[src/rtl/sup_pkg.sv]
package sup_pkg;
  // events the watchdog timer hands to the reset and flag logic
  typedef struct packed {
    logic kick;    // registered strobe transition
    logic expire;  // timeout reached this cycle
  } wd_evt_t;

  function automatic int cnt_bits(input int max_val);
    return (max_val < 2) ? 1 : $clog2(max_val + 1);
  endfunction
endpackage

[src/rtl/sup_sync.sv]
module sup_sync #(
  parameter int STAGES = 2
) (
  input  logic clk,
  input  logic rst_n,
  input  logic d,
  output logic q
);
  logic [STAGES-1:0] chain;

  always_ff @(posedge clk or negedge rst_n) begin
    if (!rst_n) chain <= '0;
    else        chain <= {chain[STAGES-2:0], d};
  end

  assign q = chain[STAGES-1];
endmodule

[src/rtl/sup_wdog.sv]
module sup_wdog
  import sup_pkg::*;
#(
  parameter int TO_FAST = 24,
  parameter int TO_SLOW = 60
) (
  input  logic    clk,
  input  logic    rst_n,
  input  logic    strobe_s,
  input  logic    hold,
  input  logic    tsel,
  output wd_evt_t evt
);
  localparam int TMAX = (TO_SLOW > TO_FAST) ? TO_SLOW : TO_FAST;
  localparam int TW   = cnt_bits(TMAX);
  localparam logic [TW-1:0] LIM_F = TW'(TO_FAST - 1);
  localparam logic [TW-1:0] LIM_S = TW'(TO_SLOW - 1);

  logic          prev;
  logic [TW-1:0] wcnt;
  logic [TW-1:0] lim;

  always_ff @(posedge clk or negedge rst_n) begin
    if (!rst_n) prev <= 1'b0;
    else        prev <= strobe_s;
  end

  assign evt.kick   = strobe_s ^ prev;
  assign lim        = tsel ? LIM_S : LIM_F;
  assign evt.expire = !hold && !evt.kick && (wcnt >= lim);

  always_ff @(posedge clk or negedge rst_n) begin
    if (!rst_n)                            wcnt <= '0;
    else if (hold || evt.kick || evt.expire) wcnt <= '0;
    else                                   wcnt <= wcnt + 1'b1;
  end
endmodule

[src/rtl/sup_rstgen.sv]
module sup_rstgen
  import sup_pkg::*;
#(
  parameter int RST_DLY = 16
) (
  input  logic clk,
  input  logic rst_n,
  input  logic lowline,
  input  logic expire,
  output logic rst_act
);
  localparam int DW = cnt_bits(RST_DLY);
  localparam logic [DW-1:0] DLY = DW'(RST_DLY);

  logic [DW-1:0] dcnt;

  always_ff @(posedge clk or negedge rst_n) begin
    if (!rst_n)                 dcnt <= DLY;
    else if (lowline || expire) dcnt <= DLY;
    else if (dcnt != '0)        dcnt <= dcnt - 1'b1;
  end

  assign rst_act = (dcnt != '0);
endmodule

[src/rtl/sup_flags.sv]
module sup_flags
  import sup_pkg::*;
(
  input  logic    clk,
  input  logic    rst_n,
  input  logic    lowline,
  input  logic    wd_off,
  input  wd_evt_t evt,
  output logic    fault_n,
  output logic    lowline_n
);
  always_ff @(posedge clk or negedge rst_n) begin
    if (!rst_n)                fault_n <= 1'b1;
    else if (lowline || wd_off) fault_n <= 1'b1;
    else if (evt.expire)       fault_n <= 1'b0;
    else if (evt.kick)         fault_n <= 1'b1;
  end

  always_ff @(posedge clk or negedge rst_n) begin
    if (!rst_n) lowline_n <= 1'b1;
    else        lowline_n <= !lowline;
  end
endmodule

[src/rtl/sup_guard.sv]
module sup_guard
  import sup_pkg::*;
#(
  parameter int RST_DLY = 12_500_000,
  parameter int TO_FAST = 25_000_000,
  parameter int TO_SLOW = 400_000_000
) (
  input  logic clk,
  input  logic rst_n,
  input  logic wd_strobe,
  input  logic wd_off,
  input  logic lowline_in,
  input  logic tsel,
  output logic rst_out_n,
  output logic rst_out,
  output logic wd_fault_n,
  output logic lowline_n
);
  logic    strobe_s;
  logic    rst_act;
  wd_evt_t evt;

  sup_sync #(.STAGES(2)) u_sync (
    .clk(clk), .rst_n(rst_n), .d(wd_strobe), .q(strobe_s)
  );

  sup_wdog #(.TO_FAST(TO_FAST), .TO_SLOW(TO_SLOW)) u_wdog (
    .clk(clk), .rst_n(rst_n), .strobe_s(strobe_s),
    .hold(wd_off || rst_act), .tsel(tsel), .evt(evt)
  );

  sup_rstgen #(.RST_DLY(RST_DLY)) u_rstgen (
    .clk(clk), .rst_n(rst_n), .lowline(lowline_in),
    .expire(evt.expire), .rst_act(rst_act)
  );

  sup_flags u_flags (
    .clk(clk), .rst_n(rst_n), .lowline(lowline_in), .wd_off(wd_off),
    .evt(evt), .fault_n(wd_fault_n), .lowline_n(lowline_n)
  );

  assign rst_out   = rst_act;
  assign rst_out_n = !rst_act;
endmodule

[config.mk]
export PLATFORM = sky130hd
export DESIGN_NAME = sup_guard
export DESIGN_NICKNAME = d
export VERILOG_FILES = /design/src/rtl/sup_pkg.sv /design/src/rtl/sup_sync.sv /design/src/rtl/sup_wdog.sv /design/src/rtl/sup_rstgen.sv /design/src/rtl/sup_flags.sv /design/src/rtl/sup_guard.sv
export SDC_FILE = /design/constraint.sdc
export NUM_CORES = 1
export LEC_CHECK = 0
export BUFFER_PORTS_ARGS = -buffer_cell sky130_fd_sc_hd__buf_4
export CAP_MARGIN = 40
export CORE_MARGIN = 5
export CORE_UTILIZATION = 45
export DETAILED_ROUTE_END_ITERATION = 12
export GPL_ROUTABILITY_DRIVEN = 0
export PLACE_DENSITY = 0.65
export SLEW_MARGIN = 20
export SYNTH_ARGS = -nofsm -noshare
export SYNTH_HDL_FRONTEND = slang
export SYNTH_SLANG_ARGS = --single-unit
[constraint.sdc]
create_clock -name clk -period 5.81 [get_ports clk]
set_input_delay 0.581 -clock clk [delete_from_list [all_inputs] [get_ports clk]]
set_output_delay 0.581 -clock clk [all_outputs]
set_load 0.1 [all_outputs]
Yosys cells after proc, flatten, opt, wreduce, memory -nomap -nowiden
Index checks and enable logic that the tools add are counted.
Widths: inputs -> output; s select.
{ "totals": {"regBits": 58, "out_inout_bits": 4, "word_cells": 31} }
{ "op_classes": {"addsub": 2, "magnitude_cmp": 1, "muxes": 7, "n_bitwise": 1, "n_reduce_logical": 14} }
{ "ops": {"columns": ["cell", "count"], "rows": [
  ["$mux 29", 2],
  ["$mux 24", 2],
  ["$add 29x1->29 const B", 1],
  ["$ge 29x29->1", 1],
  ["$reduce_bool 24->1", 1],
  ["$sub 24x1->24 const B", 1],
  ["$logic_or 1x1->1", 5],
  ["$logic_not 1->1", 4],
  ["$mux 1", 3],
  ["$reduce_bool 3->1", 1],
  ["$logic_and 1x1->1", 2],
  ["$reduce_bool 2->1", 1],
  ["$xor 1x1->1", 1]
]} }

Depth between registers and ports, before layout
Gate-level depths: netlist (run 1).
{ "logic_depth": {"depth_word": 7, "mapped_depth": 10, "depth_no_buf": 8} }

Cells and area by module
From an unflattened synthesis (run 1), not the netlist that was laid out.
{ "hier_totals": {"hier_cells": 367, "area_unflattened_um2": 3948.8} }
{ "modules_own_cells": {"columns": ["module", "n_inst", "cells_per_inst", "area_each_um2", "seq_area_each_um2"], "rows": [
  ["sup_wdog", 1, 196, 2174.6, 750.7],
  ["sup_rstgen", 1, 161, 1645.3, 615.6],
  ["sup_flags", 1, 6, 68.8, 52.6],
  ["sup_sync", 1, 2, 50.0, 50.0],
  ["sup_guard", 1, 2, 10.0, 0.0]
]} }

Least setup slack after synthesis (run 1)
Ideal clock, no wire load.
{ "synth_path": {"path_type": "reg2reg", "from": "reg u_rstgen.dcnt[9]", "to": "reg u_rstgen.dcnt[12]", "arrival_ns": 3.499, "path_slack_ns": 2.227, "path_stages_with_launch": 10, "n_path_buf": 3, "period_less_slack_ns": 3.583, "cell_sequence": "dfrtp_1 > or3_4 > or4_1 > buf_4 > nor3_4 > inv_2 > or2_1 > buf_2 > buf_6 > o2111ai_1"} }
{ "synth_via": {"elab_chain_cells": 7} }
{ "synth_lines": {"columns": ["element", "line_no", "source"], "rows": [
  ["start, declared", "sup_rstgen.sv:15", "logic [DW-1:0] dcnt;"],
  ["start signal, assigned", "sup_rstgen.sv:20", "else if (dcnt != '0) dcnt <= dcnt - 1'b1;"],
  ["$reduce_bool 24->1 *", "sup_rstgen.sv:23", "assign rst_act = (dcnt != '0);"],
  ["via rst_out", "sup_guard.sv:15", "output logic rst_out,"],
  ["$logic_or 1x1->1", "sup_guard.sv:29", ".hold(wd_off || rst_act), .tsel(tsel), .evt(evt)"],
  ["$logic_not 1->1", "sup_wdog.sv:30", "assign evt.expire = !hold && !evt.kick && (wcnt >= lim);"],
  ["$logic_and 1x1->1 (2 in a row)", "sup_wdog.sv:30", null],
  ["$logic_or 1x1->1", "sup_rstgen.sv:19", "else if (lowline || expire) dcnt <= DLY;"],
  ["$mux 24 / $reduce_bool 2->1 (equally long branches)", null, null]
]} }
The timed path passes the listed nets; every way through them passes the cells marked *. The select of a mux whose other input is x is not followed.
A chain may end at the register's enable or synchronous reset.

Final worst setup path (run 1)
{ "layout_path": {"from": "in tsel", "to": "reg u_rstgen.dcnt[4]"} }
{ "layout_via": {"elab_chain_cells": 5} }
{ "layout_lines": {"columns": ["element", "line_no", "source"], "rows": [
  ["start, declared", "sup_guard.sv:13", "input logic tsel,"],
  ["$mux 29 *", "sup_wdog.sv:29", "assign lim = tsel ? LIM_S : LIM_F;"],
  ["$ge 29x29->1 *", "sup_wdog.sv:30", null],
  ["$logic_and 1x1->1 *", "sup_wdog.sv:30", null],
  ["$logic_or 1x1->1 *", "sup_rstgen.sv:19", null],
  ["$mux 24 / $reduce_bool 2->1 (equally long branches)", null, null]
]} }
Mark *: on every way between the ends. The rest lies on a longest branch, timed or not.

==> results by group, run 1 <==
Final layout
  • Register area: 1469 µm²
  • Utilization after layout: 49.95%
  • Fill count: 760
  • Diodes inserted: 0
  • Multi-input combinational cell area: 2062 µm²
  • Share of layout cells above drive strength 1: about 24%
  • Post-route design area: 4043 µm²
  • Non-filler cells, final: 471
  • Fin nets: 386
  • Area Overhead vs Synth: 10.12%

Timing
  • Worst slew pin tran: around 0.76 ns
  • RSZ-0062 raised after global routing: no
  • Skew final: ~0.0070 ns
  • Setup ws final: 2.589 ns
  • Endpoints failing hold: 0
  • Min Clock Period, post-route: 3.221 ns
  • Min Hold Slack: 0.2867 ns
  • Relative slew slack: 48.68%
  • Part of the cycle the worst path needs: 55.45%
  • F_max: 310.4 MHz
  • Final-report max-slew violation count: 0
  • Setup TNS: 0 ns
  • Finish-stage setup viols: 0

Global routing
  • First-pass GRT wire length: around 13000 µm
  • Initial antenna violation count: 0
  • Pin count of the biggest net entering global routing: 59
  • Total GRT Usage: 16.36%
  • GRT overflow: 0
  • Vias in the first global route: ~2700

Logic synthesis
  • Cell Area, Synth: 3671 µm²
  • Ys flop type: dfrtp_1
  • Commonest cells post-synth: dfrtp_1, nor3_2, xnor2_1
  • Most common cell in the netlist: dfrtp_1
  • Mapped Cells: 356
  • #FFs+latches synth: 58
  • Synth top area cells: dfrtp_1, dfstp_2, nor3_2
  • Post-synth EDFFs: 0
  • Synth Net Count: between 300 and 400
  • Yosys cell types: 52
  • Ys async rst share: 100.0%
  • Sequential cell area fraction in the yosys report: 40.01%
  • Post-synth top area share: between 20% and 30%
  • Cell accounting for the most synthesized area: dfrtp_1
  • Synthesis Warnings: 0
  • Avg Cell Area, Syn: 10.31 µm²

Setup path
  • CP max-delay cell: or4_1
  • Stages on the worst setup path: 10
  • Slowest Stage Delay on Critical Path: 0.55 ns
  • CP most frequent cell: buf_4
  • CP Data Required Time: 6.00 ns
  • Worst EP arrival: about 3.4 ns
  • CP Max Fanout: 19
  • Crit-path leading delay family: simple AND/OR/NAND/NOR gates
  • Crit-path cells: buf_4, inv_1, ha_1, nand3_1, or4_1, or3_1, o221ai_4, buf_8, buf_4, a221oi_1
  • R2R depth: 8
  • CP startpoint kind: primary input
  • CP Buf/Inv Count: 4
  • Kind of critical path: primary input to register
  • Worst setup EP type: register

Clock network
  • Clock root cell: clkbuf_8
  • Post_cts resized: 0
  • TritonCTS clock tree: built
  • Clk sink count: 58
  • Post-CTS Setup Inserts: 0
  • CTS Buffer Depth: 2
  • CTS Buf Count: 9
  • Hold buffers post-CTS: 0
  • Clock transition at path regs: 0.07 ns
  • H-Tree Depth: 3
  • Clock latency on the worst-skew pair: around 0.34 ns

Placed design
  • IO buf count: 9
  • DP Area: 3802 µm²
  • Dpl cells: 454
  • Place WS: 1.994 ns
  • DP HPWL: 5210 µm

Detailed routing
  • Via count: roughly 2800
  • Initial DRC Count: 110
  • Post-route antenna net violation count: 0
  • Drt drc: 0
  • Final WL: 7560 µm
  • Drt pass-1 iters: 4
  • DR WL/cell: 16.05 µm
  • Routed vias/inst: roughly 6

Run
  • MaxCap Viol Count: 0

Worst hold path
  • Min-delay worst type: primary input to asynchronous set/reset pin

Floorplanning
  • Initial Util: 45.36%
  • # IOs: 10
  • Core Region: 8093 µm²
  • Die width: 100.3 µm
  • Vert. Die Dim: 100.3 µm
  • FP Rows: 33
  • Die area: 10060 µm²

Outcome
  • Status: complete, no violations

Pwr
  • Total power: 0.9446 mW
  • Power density cells: 233.6 nW/µm²
  • Worst vdd ir: 0.1537 mV
  • LEAKAGE: 1.437 nW
[placed cells by master, fill, tap and decap left out, types with 10 or more instances in the layout]
| master | netlist | layout |
|---|---|---|
| nor3_2 | 29 | 29 |
| xor2_1 | 11 | 11 |
| or3_1 | 13 | 13 |
| ha_1 | 19 | 19 |
| xnor2_1 | 28 | 28 |
| dfstp_2 | 14 | 14 |
| nand2_1 | 10 | 10 |
| nor3_1 | 17 | 17 |
| dfrtp_1 | 44 | 44 |
| buf_4 | 3 | 11 |
| nor4_1 | 12 | 12 |
| or4_1 | 10 | 10 |
| nand3_1 | 23 | 23 |
[flip-flops by register name (all words and copies together), names as in the netlist]
name               cells
u_wdog.wcnt           29
u_rstgen.dcnt         24
u_sync.chain           2
u_flags.fault_n        1
u_flags.lowline_n      1
u_wdog.prev            1
[path summary, 6_finish.rpt]
check | startpoint | endpoint | slack (ns)
min in group clk | wd_strobe | u_sync.chain[0] | 0.35
hold reg to reg | u_sync.chain[0] | u_sync.chain[1] | 0.36
setup reg to reg | u_wdog.wcnt[26] | u_rstgen.dcnt[4] | 2.80
setup / recovery | tsel | u_rstgen.dcnt[4] | 2.59
max in group asynchronous | rst_n | u_wdog.wcnt[18] | 5.03
hold / removal | rst_n | u_wdog.wcnt[10] | 0.29
[kinds of logic (layout without fill, tap and decap cells)]
kind of cell / Yosys count / count (layout) / synth area share (%)
AND/OR/NAND/NOR: 157 / 157 / 28.56
flip-flops: 58 / 58 / 40.01
AO/OA/AOI/OAI: 53 / 53 / 11.08
XOR/XNOR: 39 / 39 / 9.305
buffers and inverters: 29 / 39 / 4.294
adder cells (fa/ha/maj): 19 / 19 / 6.476
multiplexers: 1 / 1 / 0.2727
[routing by layer]
metal	vias up	share of wire [%]	global-route usage, %
met3	18	5.1	4.309
li1	1363	-	-
met1	1338	46	21.38
met5	-	0	0
met4	0	1.6	6.528
met2	86	47	25.84
[report_power, final]
part           switching, mW  internal, mW
sequential            0.0143         0.419
combinational         0.0551        0.0333
clock                  0.178         0.245
total                  0.248         0.697
[cell type report]
class / count / share of cell area, %
Sequential cell: 58 / 36.34
Inverter: 10 / 0.9285
Clock buffer: 9 / 3.064
Clock inverter: 7 / 2.507
Timing Repair Buffer: 13 / 2.909
Tap cell: 105 / 3.250
Multi-Input combinational cell: 269 / 51.01
Note: power is estimated with default switching activity, not from simulation.
==> inputs of run 2 (changes only) <==
ABC_AREA = 1   (was unset)
clock period = 3.2 ns   (was 5.81 ns; I/O delays follow)
==> run 2 against run 1 <==
Design area down 1.3%. Non-clock buffer count down 4. Synthesized area down 1.1%. Core utilization up 1.2 points. Sequential share of layout area up 0.47 points. Power up 73%. Combinational power up 97%. Flip-flop and latch count unchanged. Final cell count up 29%.
==> results by group, run 2 <==
Setup path
  • Worst setup EP type: output pin
  • Kind of critical path: register to output pin
  • CP startpoint kind: register
  • CP Data Required Time: 2.88 ns (-3.12 ns)
  • R2R depth: 10 (+2)
  • Worst EP arrival: 2.03 ns (-1.38 ns)
  • CP Launch Point: u_rstgen.dcnt[0]
  • R2R Path End: u_rstgen.dcnt[22]
  • Reg-to-Reg Start: u_wdog.wcnt[26]
  • R2r setup slk: 0.99 ns (-1.81 ns)
  • CP Max Fanout: 5 (-14)

Timing
  • Worst slew pin tran: 0.7564 ns (-0.007442 ns)
  • F_max: 425.0 MHz
  • Final-report max-slew violation count: 0 (unchanged)
  • Finish-stage setup viols: 0 (unchanged)
  • Endpoints failing hold: 0 (unchanged)
  • Part of the cycle the worst path needs: approximately three quarters
  • Relative slew slack: 49.57% (+0.89 points)
  • Skew final: 0.01074 ns (+0.003689 ns)
  • Setup TNS: 0 ns (unchanged)
  • RSZ-0062 raised after global routing: no
  • Min Clock Period, post-route: 2.353 ns

Detailed routing
  • Final WL: 7782 µm (+2.9%)
  • Drt pass-1 iters: 5 (+1)
  • Drt drc: 0 (unchanged)
  • Routed vias/inst: 5.068 (-15%)
  • Post-route antenna net violation count: 0 (unchanged)
  • Initial DRC Count: 74 (-33%)
  • DR WL/cell: 12.84 µm (-20%)
  • Via count: 3071 (+9.5%)

Final layout
  • Biggest regs: u_wdog.wcnt: 29 flops, u_rstgen.dcnt: 24 flops, u_sync.chain: 2 flops
  • Area Overhead vs Synth: 9.962%
  • Most flops, register: u_wdog.wcnt
  • Most frequent cells in the layout: nor2_1, nand2_1, dfrtp_1
  • Max reg flops: 29 (unchanged)
  • Share of layout cells above drive strength 1: 10.52% (-14 points)
  • Fin nets: 524 (+36%)
  • Post-route design area: 3991 µm² (-1.3%)
  • Diodes inserted: 0 (unchanged)

Global routing
  • First-pass GRT wire length: 13540 µm (+3.8%)
  • Vias in the first global route: 3043 (+12%)
  • Pin count of the biggest net entering global routing: 59 (unchanged)
  • Busiest grt layer: met2
  • Met2 usage: 28.94% (+3.1 points)
  • GRT overflow: 0 (unchanged)
  • Met3 global-route usage: 3.961% (-0.35 points)
  • Total GRT Usage: 16.81% (+0.45 points)
  • Initial antenna violation count: 0 (unchanged)
  • Met1 Resource Use GR: 20.08% (-1.3 points)

Pwr
  • Switching Power: 0.4337 mW (+75%)
  • Sequential share of power: 48.0% (+2.2 points)
  • Worst vdd ir: 0.1740 mV (+13%)
  • Comb power frac: 10.7% (+1.3 points)
  • Int Power: 1.199 mW (+72%)
  • Power density cells: 409.0 nW/µm² (+75%)
  • Clock network power share: 41.3% (-3.5 points)
  • Net Sw Frac: 26.57% (+0.35 points)
  • LEAKAGE: 1.711 nW (+19%)

Floorplanning
  • # IOs: 10 (unchanged)
  • Initial Util: 46.49% (+1.1 points)
  • FP Rows: 32 (-3.0%)
  • Core Region: 7807 µm² (-3.5%)
  • Vert. Die Dim: 99.81 µm (-0.51%)
  • Die width: 99.81 µm (-0.51%)
  • Die area: 9962 µm² (-1.0%)

Logic synthesis
  • Mapped Cells: 484 (+36%)
  • Commonest cells post-synth: nand2_1, nor2_1, dfrtp_1
  • Cell Area, Synth: 3630 µm² (-1.1%)
  • Sequential cell area fraction in the yosys report: 40.47% (+0.46 points)
  • Yosys cell types: 30 (-42%)
  • Synth Net Count: 509 (+34%)
  • #FFs+latches synth: 58 (unchanged)
  • Cell accounting for the most synthesized area: dfrtp_1
  • Synthesis Warnings: 0 (unchanged)
  • Post-synth top area share: 30.33% (+0.34 points)
  • Post-synth EDFFs: 0 (unchanged)
  • Ys async rst share: 100.0% (unchanged)
  • Avg Cell Area, Syn: 7.499 µm² (-27%)
  • Synth top area cells: dfrtp_1, nand2_1, nor2_1
  • Ys flop type: dfrtp_1

Clock network
  • H-Tree Depth: 3 (unchanged)
  • Clock transition at path regs: 0.07 ns (about the same)
  • Post_cts resized: 0 (unchanged)
  • CTS Buffer Depth: 2 (unchanged)
  • Post-CTS Setup Inserts: 0 (unchanged)
  • TritonCTS clock tree: built
  • Hold buffers post-CTS: 0 (unchanged)
  • Clock latency on the worst-skew pair: 0.33 ns (about the same)
  • CTS Buf Count: 9 (unchanged)
  • Clk sink count: 58 (unchanged)
  • Clock root cell: clkbuf_8

Worst hold path
  • Min-delay worst type: primary input to asynchronous set/reset pin

Run
  • MaxCap Viol Count: 0 (unchanged)

Outcome
  • Status: complete, no violations

Placed design
  • IO buf count: 9 (unchanged)
  • DP Area: 3795 µm² (-0.20%)
  • DP HPWL: 5699 µm (+9.4%)
## run 2: cell count changes after synthesis, moves of 10 or more
| cell | before | now |
|---|---|---|
| inv_1 | 8 | 43 |
| nand2_1 | 10 | 120 |
| nand4_1 | 8 | 21 |
| nor2_1 | 9 | 120 |
| nor3_2 | 29 | 2 |
| nor4_1 | 12 | 1 |
| or3_1 | 13 | 0 |
| or4_1 | 10 | 0 |
| xnor2_1 | 28 | 10 |
| xor2_1 | 11 | 24 |
## run 2: kinds of logic after synthesis
logic type,after synthesis,synth area share [%]
AO/OA/AOI/OAI,15,2.482
AND/OR/NAND/NOR,309,36.92
adder cells (fa/ha/maj),19,6.550
flip-flops,58,40.47
XOR/XNOR,34,8.204
buffers and inverters,49,5.377
## run 2: layout make-up
type / instances / area [µm²]
repair buffers: 9 / 67.56
flip-flops and latches: 58 / 1469
inverters: 44 / 165.2
fillers: 755 / 3816
multi-input cells: 377 / 1966
well taps: 102 / 127.6
clock buffers: 11 / 141.4
clock inverters: 5 / 55.05
## run 2: through the flow
stage,std cells,power [mW],setup WS [ns],utilization (%),hold WS [ns]
6_report,606,1.633,0.8470,51.12,0.05969
4_1_cts,606,1.663,0.8152,51.12,0.07142
3_5_place_dp,590,0.9725,0.6825,48.61,0.3387
5_1_grt,606,1.728,0.6182,51.12,0.06426
3_3_place_gp,590,0.9676,0.7550,48.61,0.3330
2_1_floorplan,484,0.9205,0.7884,-,0.02441
## run 2: worst max path at each step
stage / to / slack, ns / cells after the start
6_report: rst_out_n / 0.85 / 9
5_1_grt: rst_out_n / 0.62 / 9
4_1_cts: rst_out_n / 0.82 / 9
3_5_place_dp: u_rstgen.dcnt[22] / 0.68 / 12
3_3_place_gp: u_rstgen.dcnt[22] / 0.75 / 12
2_1_floorplan: u_rstgen.dcnt[6] / 0.79 / 13
## run 2: worst max-delay path: stages, from the launching register on
cell and delay, ns:
dfrtp_1 0.36, inv_1 0.15, ha_1 0.18, inv_1 0.04
nor2_1 0.11, nand4_1 0.10, nor2_1 0.19, nand2_4 0.13
inv_1 0.13, buf_4 0.31
## run 2: routing by layer
layer / share of wire [%] / wire length, µm
met1: 44 / 3447
met2: 49 / 3841
met3: 3.7 / 286
met4: 2.7 / 208
met5: 0 / 0
## run 2: power groups by stage
stage,registers [mW],logic [mW],clock network [mW]
floorplan,0.797,0.123,0
global placement,0.796,0.171,0
detailed placement,0.797,0.176,0
CTS,0.784,0.177,0.702
global route,0.787,0.201,0.740
finish,0.784,0.174,0.675
==> inputs of run 3 (changes only) <==
clock period = 2.3 ns   (was 3.2 ns; I/O delays follow)
==> run 3 against run 2 <==
Routed wire length increased by 4.9%. First-iteration DRC count increased by 43%. Clock power increased by 61%. Hold slack improved by 0.019 ns. Final cell count increased by 1.7%. Design area increased by 3.9%. Setup slack got worse by 0.62 ns. Critical path depth unchanged. Die area unchanged. Clock-buffer cell count decreased by 1. Combinational power increased by 45%. Critical endpoint unchanged.
==> results by group, run 3 (synthesis gave the netlist of run 2 again) <==
Detailed routing
  • Via count: 3156 (+2.8%)
  • Post-route antenna net violation count: 0 (unchanged)
  • Final WL: 8165 µm (+4.9%)
  • Drt drc: 0 (unchanged)
  • DR WL/cell: 13.25 µm (+3.2%)
  • Initial DRC Count: 106 (+43%)
  • Drt pass-1 iters: 4 (-1)
  • Routed vias/inst: 5.123 (+1.1%)

Placed design
  • Place WS: -0.04584 ns (-0.7284 ns)
  • Dpl cells: 596 (+1.0%)
  • IO buf count: 9 (unchanged)
  • DP HPWL: 5675 µm (-0.43%)
  • DP Area: 3844 µm² (+1.3%)

Timing
  • Min Clock Period, post-route: between 2 and 2.5 ns
  • Setup TNS: 0 ns (unchanged)
  • Part of the cycle the worst path needs: 90.25%
  • RSZ-0062 raised after global routing: no
  • Worst slew pin tran: 0.3953 ns (-0.3611 ns)
  • Min Hold Slack: 0.07875 ns (+0.01907 ns)
  • Setup ws final: 0.2243 ns (-0.6227 ns)
  • Final-report max-slew violation count: 0 (unchanged)
  • Endpoints failing hold: 0 (unchanged)
  • Finish-stage setup viols: 0 (unchanged)
  • F_max: roughly 480 MHz
  • Relative slew slack: 73.40% (+24 points)
  • Skew final: 0.01025 ns (-0.0004832 ns)

Floorplanning
  • # IOs: 10 (unchanged)
  • Core Region: 7807 µm² (unchanged)
  • Vert. Die Dim: 99.81 µm (unchanged)
  • Die width: 99.81 µm (unchanged)
  • FP Rows: 32 (unchanged)
  • Initial Util: 46.49% (unchanged)
  • Die area: 9962 µm² (unchanged)

Setup path
  • Kind of critical path: register to output pin
  • Worst setup EP type: output pin
  • Worst EP arrival: 1.85 ns (-0.18 ns)
  • R2R depth: 8 (-2)
  • CP Data Required Time: 2.07 ns (-0.81 ns)
  • CP Max Fanout: 5 (unchanged)
  • CP Launch Point: u_rstgen.dcnt[0]
  • CP startpoint kind: register
  • Reg-to-Reg Start: u_wdog.wcnt[19]

Global routing
  • Pin count of the biggest net entering global routing: 59 (unchanged)
  • Vias in the first global route: 3106 (+2.1%)
  • First-pass GRT wire length: 13830 µm (+2.1%)
  • Met2 usage: 30.12% (+1.2 points)
  • Met1 Resource Use GR: 20.40% (+0.32 points)
  • Initial antenna violation count: 0 (unchanged)
  • Total GRT Usage: 17.21% (+0.40 points)
  • Met3 global-route usage: 4.378% (+0.42 points)
  • GRT overflow: 0 (unchanged)
  • Busiest grt layer: met2

Final layout
  • Biggest regs: u_wdog.wcnt: 29 flops, u_rstgen.dcnt: 24 flops, u_sync.chain: 2 flops
  • Share of layout cells above drive strength 1: 13.04% (+2.5 points)
  • Non-filler cells, final: 616 (+1.7%)
  • Area Overhead vs Synth: 14.27%
  • Max reg flops: 29 (unchanged)
  • Post-route design area: 4148 µm² (+3.9%)
  • Fin nets: 534 (+1.9%)
  • Diodes inserted: 0 (unchanged)
  • Most flops, register: u_wdog.wcnt
  • Most frequent cells in the layout: nor2_1, nand2_1, dfrtp_1

Clock network
  • H-Tree Depth: 3 (unchanged)
  • TritonCTS clock tree: built
  • CTS Buf Count: 9 (unchanged)
  • Post-CTS Setup Inserts: 0 (unchanged)
  • Clock transition at path regs: 0.07 ns (about the same)
  • Clk sink count: 58 (unchanged)
  • Clock latency on the worst-skew pair: 0.35 ns (+0.02 ns)
  • Clock root cell: clkbuf_8
  • CTS Buffer Depth: 2 (unchanged)

Worst hold path
  • Hold path depth: 2
  • Min-delay worst type: primary input to register
  • Hold Crit Start: lowline_in

Outcome
  • Status: complete, no violations

Run
  • MaxCap Viol Count: 0 (unchanged)

Pwr
  • Power density cells: 586.2 nW/µm² (+43%)
  • Worst vdd ir: 0.2828 mV (+63%)
  • LEAKAGE: 1.769 nW (+3.4%)
==> run 3: final cells by class <==
| class | instances | area [µm²] |
|---|---|---|
| Fill cell | 736 | 3660 |
| Multi-Input combinational cell | 378 | 1987 |
| Sequential cell | 58 | 1469 |
| Inverter | 44 | 168.9 |
| Timing Repair Buffer | 18 | 167.7 |
| Clock buffer | 10 | 137.6 |
| Tap cell | 102 | 127.6 |
| Clock inverter | 6 | 90.09 |
==> run 3: routing by layer <==
layer  wire length, µm  up-vias
li1                  -     1593
met1              3646     1489
met2              4003       57
met3               346       17
met4               169        0
met5                 0        -
==> run 3: worst max-delay path: stages (launching register included) <==
cell and delay (ns):
dfrtp_1 0.38, inv_2 0.11, ha_1 0.16, inv_1 0.04, nor2_1 0.11, nand4_1 0.11
nor2_2 0.15, nand2_4 0.12, clkinvlp_4 0.13, buf_8 0.20
==> run 3: final timing paths <==
kind | to | slack [ns]
min | u_flags.lowline_n | 0.08
max in group asynchronous | u_flags.fault_n | 1.59
max | rst_out_n | 0.22
min in group asynchronous | u_rstgen.dcnt[4] | 0.41
max reg2reg | u_wdog.wcnt[16] | 0.23
min reg2reg | u_sync.chain[1] | 0.35
==> run 3: where the power goes <==
group          total, mW  switching (mW)  internal (mW)
clock               1.09           0.446          0.641
combinational      0.253           0.163         0.0899
sequential          1.09          0.0310           1.06
total               2.43           0.641           1.79
==> run 3: stage by stage <==
stage | power [mW] | util [%]
finish | 2.431 | 53.13
global route | 2.550 | 53.13
CTS | 2.453 | 52.40
detailed placement | 1.355 | 49.23
global placement | 1.347 | 49.23
floorplan | 1.281 | -
==> run 3: timing repair <==
item,CTS,global route
endpoints found under the setup margin,0,24
hold endpoints to repair,45,0
resized for setup,0,6
hold buffers,2,0
